$ cat src/rtl/flexcnt_pkg.sv
`timescale 1ns/1ps
// Package: shared mode type and mode-bit decode for the timer/counter.
// Assumes the three mode bits are ordered {capture, width, waveform}.
package flexcnt_pkg;

    typedef enum logic [2:0] {
        MODE_FREE8  = 3'd0,
        MODE_CLR8   = 3'd1,
        MODE_FREE16 = 3'd2,
        MODE_CLR16  = 3'd3,
        MODE_CAP8   = 3'd4,
        MODE_CAP16  = 3'd5
    } cnt_mode_e;

    // Map the raw mode bits to a mode; unused codes fall back to 8-bit free run.
    function automatic cnt_mode_e decode_mode(input logic cap, input logic wid, input logic wav);
        case ({cap, wid, wav})
            3'b000:  decode_mode = MODE_FREE8;
            3'b001:  decode_mode = MODE_CLR8;
            3'b010:  decode_mode = MODE_FREE16;
            3'b011:  decode_mode = MODE_CLR16;
            3'b100:  decode_mode = MODE_CAP8;
            3'b110:  decode_mode = MODE_CAP16;
            default: decode_mode = MODE_FREE8;
        endcase
    endfunction

endpackage

$ cat src/rtl/flexcnt_mode_dec.sv
`timescale 1ns/1ps
// Module: flexcnt_mode_dec
// Turns the mode bits and compare registers into the lane width, the
// clear-on-compare enable and the limit/full-scale values. Purely combinational;
// assumes compare registers are used directly (no staging).
module flexcnt_mode_dec #(
    parameter int LANE_W = 8,
    localparam int CNT_W = 2 * LANE_W
) (
    input  logic              cap_en,
    input  logic              wide,
    input  logic              wave,
    input  logic [LANE_W-1:0] cmp_a,
    input  logic [LANE_W-1:0] cmp_b,
    output logic              is_wide,
    output logic              is_clr,
    output logic [CNT_W-1:0]  top_val,
    output logic [CNT_W-1:0]  max_val
);
    import flexcnt_pkg::*;

    cnt_mode_e mode;

    // Decode mode into width and clear-on-compare attributes.
    always_comb begin
        mode    = decode_mode(cap_en, wide, wave);
        is_wide = (mode == MODE_FREE16) || (mode == MODE_CLR16) || (mode == MODE_CAP16);
        is_clr  = (mode == MODE_CLR8) || (mode == MODE_CLR16);
    end

    // Select full-scale and limit values for the active width.
    always_comb begin
        max_val = is_wide ? {CNT_W{1'b1}} : {{LANE_W{1'b0}}, {LANE_W{1'b1}}};
        if (is_clr)
            top_val = is_wide ? {cmp_b, cmp_a} : {{LANE_W{1'b0}}, cmp_a};
        else
            top_val = max_val;
    end

endmodule

$ cat src/rtl/flexcnt_core.sv
`timescale 1ns/1ps
// Module: flexcnt_core
// The count register built from two cascaded lanes. Handles load priority,
// increment, rollover and clear-on-compare, and reports rollover/compare events.
// Assumes the upper lane is held whenever the 8-bit width is selected.
module flexcnt_core #(
    parameter int LANE_W = 8,
    localparam int NLANE = 2,
    localparam int CNT_W = NLANE * LANE_W
) (
    input  logic             clk,
    input  logic             rst_n,
    input  logic             advance,
    input  logic             is_wide,
    input  logic             is_clr,
    input  logic [CNT_W-1:0] top_val,
    input  logic             wr_en,
    input  logic [CNT_W-1:0] wr_data,
    output logic [CNT_W-1:0] count,
    output logic             wrap_evt,
    output logic             match_evt
);
    logic [NLANE:0]     carry;
    logic [CNT_W-1:0]   inc_val;
    logic               at_top;
    logic               at_max;

    assign carry[0] = 1'b1;

    // Per-lane increment: each lane steps when all lanes below it are full.
    for (genvar l = 0; l < NLANE; l++) begin : g_lane
        logic [LANE_W-1:0] lane;
        logic              lane_en;
        assign lane    = count[l*LANE_W +: LANE_W];
        assign lane_en = carry[l] && ((l == 0) || is_wide);
        assign inc_val[l*LANE_W +: LANE_W] = lane_en ? lane + 1'b1 : lane;
        assign carry[l+1] = carry[l] && (&lane);
    end

    // Compare the active width against the limit and full-scale points.
    always_comb begin
        if (is_wide) begin
            at_top = (count == top_val);
            at_max = &count;
        end else begin
            at_top = (count[LANE_W-1:0] == top_val[LANE_W-1:0]);
            at_max = &count[LANE_W-1:0];
        end
    end

    assign wrap_evt  = advance && !wr_en && at_max;
    assign match_evt = advance && !wr_en && is_clr && at_top;

    // Count register: load first, then clear on limit, then plain increment.
    always_ff @(posedge clk) begin
        if (!rst_n)
            count <= '0;
        else if (wr_en)
            count <= wr_data;
        else if (advance) begin
            if (is_clr && at_top)
                count <= is_wide ? '0 : {count[CNT_W-1:LANE_W], {LANE_W{1'b0}}};
            else
                count <= inc_val;
        end
    end

    // a load is taken as-is on the next edge.
    a_r9_load_wins: assert property (@(posedge clk) disable iff (!rst_n)
        wr_en |=> (count == $past(wr_data)));

    // no advance and no load means the count holds.
    a_r8_hold_when_stopped: assert property (@(posedge clk) disable iff (!rst_n)
        (!advance && !wr_en) |=> $stable(count));

    // a compare clear leaves the active lanes at zero.
    a_r4_clear_on_limit: assert property (@(posedge clk) disable iff (!rst_n)
        match_evt |=> (count[LANE_W-1:0] == '0));

endmodule

$ cat src/rtl/flexcnt_flags.sv
`timescale 1ns/1ps
// Module: flexcnt_flags
// Sticky overflow and compare flags with write-one clear, plus the gated
// interrupt request. Assumes a set outranks a clear in the same cycle.
module flexcnt_flags (
    input  logic clk,
    input  logic rst_n,
    input  logic wrap_evt,
    input  logic match_evt,
    input  logic ovf_clr,
    input  logic cmp_clr,
    input  logic ovf_ie,
    output logic ovf_flag,
    output logic cmp_flag,
    output logic irq
);
    // Overflow flag: set on rollover, cleared by a write-one.
    always_ff @(posedge clk) begin
        if (!rst_n)        ovf_flag <= 1'b0;
        else if (wrap_evt) ovf_flag <= 1'b1;
        else if (ovf_clr)  ovf_flag <= 1'b0;
    end

    // Compare flag: set on compare clear, cleared by a write-one.
    always_ff @(posedge clk) begin
        if (!rst_n)         cmp_flag <= 1'b0;
        else if (match_evt) cmp_flag <= 1'b1;
        else if (cmp_clr)   cmp_flag <= 1'b0;
    end

    // Interrupt request follows the enabled overflow flag.
    assign irq = ovf_flag && ovf_ie;

    // a rollover event always leaves the flag raised.
    a_r6_ovf_on_wrap: assert property (@(posedge clk) disable iff (!rst_n)
        wrap_evt |=> ovf_flag);

    // without a clear the flag cannot drop.
    a_r7_ovf_sticky: assert property (@(posedge clk) disable iff (!rst_n)
        (ovf_flag && !ovf_clr) |=> ovf_flag);

    // compare flag is sticky as well.
    a_r7_cmp_sticky: assert property (@(posedge clk) disable iff (!rst_n)
        (cmp_flag && !cmp_clr) |=> cmp_flag);

endmodule

$ cat src/rtl/flexcnt_timer.sv
`timescale 1ns/1ps
// Module: flexcnt_timer (top)
// Configurable 8/16-bit timer/counter. Gates the prescaler tick with the
// clock-select field and ties together mode decode, count core and flags.
// Assumes all inputs are synchronous to clk.
module flexcnt_timer #(
    parameter int LANE_W = 8,
    parameter int SEL_W  = 3,
    localparam int CNT_W = 2 * LANE_W
) (
    input  logic              clk,
    input  logic              rst_n,
    input  logic              tick,
    input  logic [SEL_W-1:0]  clk_sel,
    input  logic              cap_en,
    input  logic              wide,
    input  logic              wave,
    input  logic [LANE_W-1:0] cmp_a,
    input  logic [LANE_W-1:0] cmp_b,
    input  logic              cnt_wr_en,
    input  logic [CNT_W-1:0]  cnt_wr_data,
    input  logic              ovf_clr,
    input  logic              cmp_clr,
    input  logic              ovf_ie,
    output logic [CNT_W-1:0]  count,
    output logic              ovf_flag,
    output logic              cmp_flag,
    output logic              irq
);
    logic             advance;
    logic             is_wide;
    logic             is_clr;
    logic [CNT_W-1:0] top_val;
    logic [CNT_W-1:0] max_val;
    logic             wrap_evt;
    logic             match_evt;

    // A tick counts only when a clock source is selected.
    assign advance = tick && (clk_sel != '0);

    flexcnt_mode_dec #(.LANE_W(LANE_W)) u_dec (
        .cap_en  (cap_en),
        .wide    (wide),
        .wave    (wave),
        .cmp_a   (cmp_a),
        .cmp_b   (cmp_b),
        .is_wide (is_wide),
        .is_clr  (is_clr),
        .top_val (top_val),
        .max_val (max_val)
    );

    flexcnt_core #(.LANE_W(LANE_W)) u_core (
        .clk       (clk),
        .rst_n     (rst_n),
        .advance   (advance),
        .is_wide   (is_wide),
        .is_clr    (is_clr),
        .top_val   (top_val),
        .wr_en     (cnt_wr_en),
        .wr_data   (cnt_wr_data),
        .count     (count),
        .wrap_evt  (wrap_evt),
        .match_evt (match_evt)
    );

    flexcnt_flags u_flags (
        .clk       (clk),
        .rst_n     (rst_n),
        .wrap_evt  (wrap_evt),
        .match_evt (match_evt),
        .ovf_clr   (ovf_clr),
        .cmp_clr   (cmp_clr),
        .ovf_ie    (ovf_ie),
        .ovf_flag  (ovf_flag),
        .cmp_flag  (cmp_flag),
        .irq       (irq)
    );

    // rollover can only be reported from the full-scale value.
    a_r6_wrap_at_max: assert property (@(posedge clk) disable iff (!rst_n)
        wrap_evt |-> ((count & max_val) == max_val));

    // an enabled request is never raised without the overflow flag.
    a_r10_irq_needs_flag: assert property (@(posedge clk) disable iff (!rst_n)
        irq |-> (ovf_flag && ovf_ie));

endmodule

$ cat config.mk
export PLATFORM = sky130hd
export DESIGN_NAME = flexcnt_timer
export DESIGN_NICKNAME = d
export VERILOG_FILES = /design/src/rtl/flexcnt_pkg.sv /design/src/rtl/flexcnt_mode_dec.sv /design/src/rtl/flexcnt_core.sv /design/src/rtl/flexcnt_flags.sv /design/src/rtl/flexcnt_timer.sv
export SDC_FILE = /design/constraint.sdc
export NUM_CORES = 1
export LEC_CHECK = 0
export BUFFER_PORTS_ARGS = -buffer_cell sky130_fd_sc_hd__buf_2
export CAP_MARGIN = 20
export CORE_MARGIN = 2
export CORE_UTILIZATION = 42
export CTS_BUF_LIST = sky130_fd_sc_hd__clkbuf_16
export DETAILED_ROUTE_END_ITERATION = 12
export HOLD_SLACK_MARGIN = 0.1
export MAX_ROUTING_LAYER = met4
export PLACE_DENSITY = 0.83
export SETUP_SLACK_MARGIN = 0.15
export SYNTH_ARGS = -nofsm -noshare
export SYNTH_HDL_FRONTEND = slang
export SYNTH_SLANG_ARGS = --single-unit
$ cat constraint.sdc
create_clock -name clk -period 3 [get_ports clk]
set_input_delay 0.3 -clock clk [delete_from_list [all_inputs] [get_ports clk]]
set_output_delay 0.3 -clock clk [all_outputs]
set_load 0.01 [all_outputs]
# After elaboration in Yosys (flattened, before gate mapping)
# Cells that the tools add are included.
# op_classes
eq_ne	12
n_reduce_logical	20
muxes	15
add_sub_neg	2
# ops
operator	count
2-to-1 mux 16 bit	7
adder 8 x 1 -> 8 bit (second input constant)	2
== test 16 bit	1
AND reduction 16 bit	1
case mux 3 bit (5 select lines)	1
== test 3 x 2 -> 1 bit (second input constant)	4
== test 3 bit (second input constant)	3
== test 8 bit	1
logical AND 1 bit	8
2-to-1 mux 8 bit	1
AND reduction 8 bit	1
== test 3 x 1 -> 1 bit (second input constant)	2
2-to-1 mux 1 bit	6
nonzero test 2 bit	3
nonzero test 3 bit	2
logical OR 1 bit	3
inequality test 3 x 2 -> 1 bit (second input constant)	1
AND reduction 3 bit	1
zero test 1 bit	1
# word_totals
out_inout_bits	19
register_bits	18

# Depth between registers and ports, before layout
# depth
ltp_word	13
mapped_depth	10

# Modules after synthesis
# From an unflattened synthesis, not the netlist that was laid out.
# hier_totals
hier_cells	203
area_unflattened_um2	1636.6
# modules_own_cells
mod	area_per_inst_um2	cells_each	instances
flexcnt_core	1207.4	150	1
flexcnt_mode_dec	337.8	45	1
flexcnt_flags	82.6	7	1
flexcnt_timer	8.8	1	1

# Worst setup path after synthesis
# OpenSTA, ideal clock, no wires.
# synth_path
path_kind	reg2reg
startpoint	register u_core.count[14]
endpoint	register u_core.count[10]
setup_time_ps	122
path_slack_ps	742
path_buffers	1
required_ps	2878
path_stages_with_launch	8
arrival_ps	2136
path_cell_list	dfxtp_1 buf_2 a41oi_1 o41ai_2 nand3_1 o41a_1 a22o_1 o311a_1
# synth_via
elab_chain_len	6
word_cells_on_any_way	9
classes_between	2 x eq/ne; 4 x mux; 3 x reduce/logical
# synth_lines
item	line_no	source
from (decl)	flexcnt_core.sv:19	output logic [CNT_W-1:0] count,
from (signal assigned)	flexcnt_core.sv:59	count <= wr_data;
from (signal assigned)	flexcnt_core.sv:62	count <= is_wide ? '0 : {count[CNT_W-1:LANE_W], {LANE_W{1'b0}}};
from (signal assigned)	flexcnt_core.sv:64	count <= inc_val;
== test 16 bit *	flexcnt_core.sv:43	at_top = (count == top_val);
2-to-1 mux 1 bit *	flexcnt_core.sv:42	if (is_wide) begin
logical AND 1 bit *	flexcnt_core.sv:61	if (is_clr && at_top)
2-to-1 mux 16 bit	flexcnt_core.sv:61	
2-to-1 mux 16 bit	flexcnt_core.sv:60	else if (advance) begin
2-to-1 mux 16 bit	flexcnt_core.sv:58	else if (wr_en)
# Mark *: on every way between the ends. The rest lies on a longest branch, timed or not. The select of a mux whose other input is x is not followed.
# A chain may end at the register's enable or synchronous reset.

# Worst setup path in the final report
# layout_path
startpoint	register u_core.count[0]
endpoint	register u_core.count[14]
# layout_via
elab_chain_len	6
word_cells_on_any_way	12
classes_between	3 x eq/ne; 4 x mux; 5 x reduce/logical
# layout_lines
item	line_no
== test 16 bit or == test 8 bit (tied branches)	flexcnt_core.sv:43, flexcnt_core.sv:46
2-to-1 mux 1 bit	flexcnt_core.sv:42
logical AND 1 bit	flexcnt_core.sv:61
2-to-1 mux 16 bit	flexcnt_core.sv:61
2-to-1 mux 16 bit	flexcnt_core.sv:60
2-to-1 mux 16 bit	flexcnt_core.sv:58
# Parallel ways exist; a longest one is shown, timed or not. The select of a mux whose other input is x is not followed.

==> results_dict.tcl <==
set metrics [dict create \
    status "completed" \
    syn_avg_cell_area_um2 7.20 \
    synth_top_family_by_area "compound AO/OA/AOI/OAI gates" \
    antenna_found_initial 0 \
    relSlewSlack_pct 59.9 \
    ctsHoldBuffers 0 \
    rows 21 \
    holdWs_ns 0.305 \
    critPathKind "flop to flop" \
    postCtsSetupBuffers 0 \
    clock_sinks 18 \
    initial_core_util_pct 43.7 \
    critPathArrivalTime_ns 2.55 \
    htree_levels 1 \
    grt.overflow.total 0 \
    yosysWarnings 0 \
    grt_use_total_pct 21.2 \
    antenna_cells 0 \
    synth-simple-area-share_pct 31.5 \
    ant_nets 0 \
    hold_class "primary input to flop" \
    firstDrtPassIters 5 \
    grt_first_pass_wirelength_um 6820 \
    synth-main-ff-cell "dfxtp_1" \
    worst_pin_slew_ns 0.602 \
    core_um2 3310 \
    synth_seq_cells 18 \
    synthCells 201 \
    io_buffers 63 \
    viasPerCell 5.82 \
    synth_xor_xnor_area_share_pct 3.03 \
    synth_top_area_share_pct 24.9 \
    ys_seq_area_share_pct 24.9 \
    crit_required_ns 3.14 \
    power_uw 732 \
    final-seq-area_um2 360 \
    yosysTopAreaCell "dfxtp_1" \
    synthArstFlopShare_pct 0 \
    multiInputGateArea_um2 1010 \
    rsz0062_at_grt "no" \
    syn2layout_area_growth_pct 29.2 \
    fillers 333 \
    synth_cell_types 40 \
    final_nets 307 \
    num_vias 1768 \
    ctsResizeCount 0 \
    min_period_ns 2.41 \
    fmax_mhz 415 \
    startpoint_type "flop" \
    maxCapViolCount 0 \
    tritoncts "yes" \
    hold_viol_final 0 \
    p_leak_uw 0.000840 \
    syn_area_um2 1450 \
    path_clk_slew_ns 0.05 \
    finalSetupViolations 0 \
    grt_max_degree 22 \
    drv_slew 0 \
    synthMuxAreaShare_pct 0 \
    gp_congestion 0.853 \
    peakVddDrop_mv 0.177 \
    p_per_area_nw_per_um2 391 \
    top_level_ports 64 \
    die_w_um 62.7 \
    skew_ns 0.00189 \
    synth-edff-count 0 \
    cts_buffers 3 \
    die-height_um 62.7 \
    synth_fp_nets 248 \
    dpl.hpwl_um 3060 \
    min_period_over_period_pct 80.4 \
    synthMostInstantiatedCell "a21oi_1" \
    clk_latency_ns 0.25 \
    drcViolationCount 0 \
    dieArea_um2 3930 \
    drt_iter0_drc 123 \
    routedWlPerCell_um 13.7 \
    synthTopCellsByCount "21 x a21oi_1, 18 x dfxtp_1, 17 x nand3_1" \
    wirelength_um 4170 \
    grt_pass1_vias 1616 \
    endpoint_kind "flop" \
    drive_above_1_share_pct 29.5 \
    synth_fa_ha_area_share_pct 1.73 \
    synth.area.top_cells "dfxtp_1 25%, a21oi_1 7.3%, nand2b_1 6.1%" \
    cp_max_fo 8 \
    synth_compound_area_share_pct 33.2 \
    cts_buffer_depth 2 \
    setup_tns_ns 0 \
    cts-root-buf "clkbuf_16" \
]
cells in the final DEF (no fill, tap or decap), types with 3 or more instances in the layout:
| cell | count |
|---|---|
| buf_2 | 63 |
| a21oi_1 | 21 |
| dfxtp_1 | 18 |
| nand3_1 | 17 |
| nand2_1 | 14 |
| nand2b_1 | 14 |
| o21ai_0 | 14 |
| inv_1 | 9 |
| nor3_1 | 9 |
| nor2_1 | 9 |
| a31oi_1 | 6 |
| a22o_1 | 6 |
| and2_1 | 5 |
| xor2_1 | 5 |
| o31ai_1 | 4 |
| o311a_1 | 4 |
| nor4_1 | 3 |
| or2_2 | 3 |
| clkbuf_16 | 3 |
where the power goes:
group | internal, uW | switching [uW]
sequential | 257 | 36.3
combinational | 84.1 | 85.6
clock | 176 | 93.5
total | 516 | 215
metrics by stage:
step	cells	setup slack, ns	util, %	instance area [um2]
detailed placement	301	0.532	54.2	1800
finish	304	0.588	56.5	1870
CTS	304	0.607	56.5	1870
global placement	301	0.580	54.2	1800
global route	304	0.433	56.5	1870
floorplan	201	0.742	-	1450
area by class of cell:
| cell class | count | share of cell area (%) |
|---|---|---|
| Multi-Input combinational cell | 162 | 54.0 |
| Clock buffer | 3 | 4.01 |
| Timing Repair Buffer | 65 | 17.7 |
| Sequential cell | 18 | 19.3 |
| Tap cell | 46 | 3.08 |
| Inverter | 10 | 2.01 |
routing by layer:
metal  vias to the layer above  GRT usage [%]  part of all wire, %
met5                         -              -                    0
met4                         0           6.94                  1.2
met3                         7           2.52                  7.1
met2                        82           35.5                   48
met1                       810           26.5                   44
li1                        869              -                    -
critical path: stages, from the launching register on:
cell	delay (ns)
dfxtp_1	0.46
ha_1	0.24
nand3_1	0.16
nor2_1	0.18
nand3_1	0.14
or2_2	0.32
o41a_1	0.21
a22o_1	0.27
o311a_1	0.32
state kept, by name, indices dropped and copies added (netlist names):
signal and cells:
u_flags.ovf_flag 1, u_core.count 16, u_flags.cmp_flag 1
cell families after synthesis:
| logic type | after synthesis |
|---|---|
| XOR/XNOR | 5 |
| flip-flops | 18 |
| adder cells (fa/ha/maj) | 2 |
| buffers and inverters | 21 |
| AO/OA/AOI/OAI | 70 |
| AND/OR/NAND/NOR | 85 |
path summary, 6_finish.rpt:
| kind | from | endpoint | slack [ns] | cells past startpoint |
|---|---|---|---|---|
| max | u_core.count[0]$_SDFFE_PN0P_ | u_core.count[14]$_SDFFE_PN0P_ | 0.59 | 8 |
| min | ovf_clr | u_flags.ovf_flag$_SDFFE_PN0P_ | 0.31 | 3 |
| max reg2reg | u_core.count[0]$_SDFFE_PN0P_ | u_core.count[14]$_SDFFE_PN0P_ | 0.59 | 8 |
| min reg2reg | u_flags.cmp_flag$_SDFFE_PN0P_ | u_flags.cmp_flag$_SDFFE_PN0P_ | 0.48 | 2 |
Note: power is estimated with default switching activity, not from simulation.
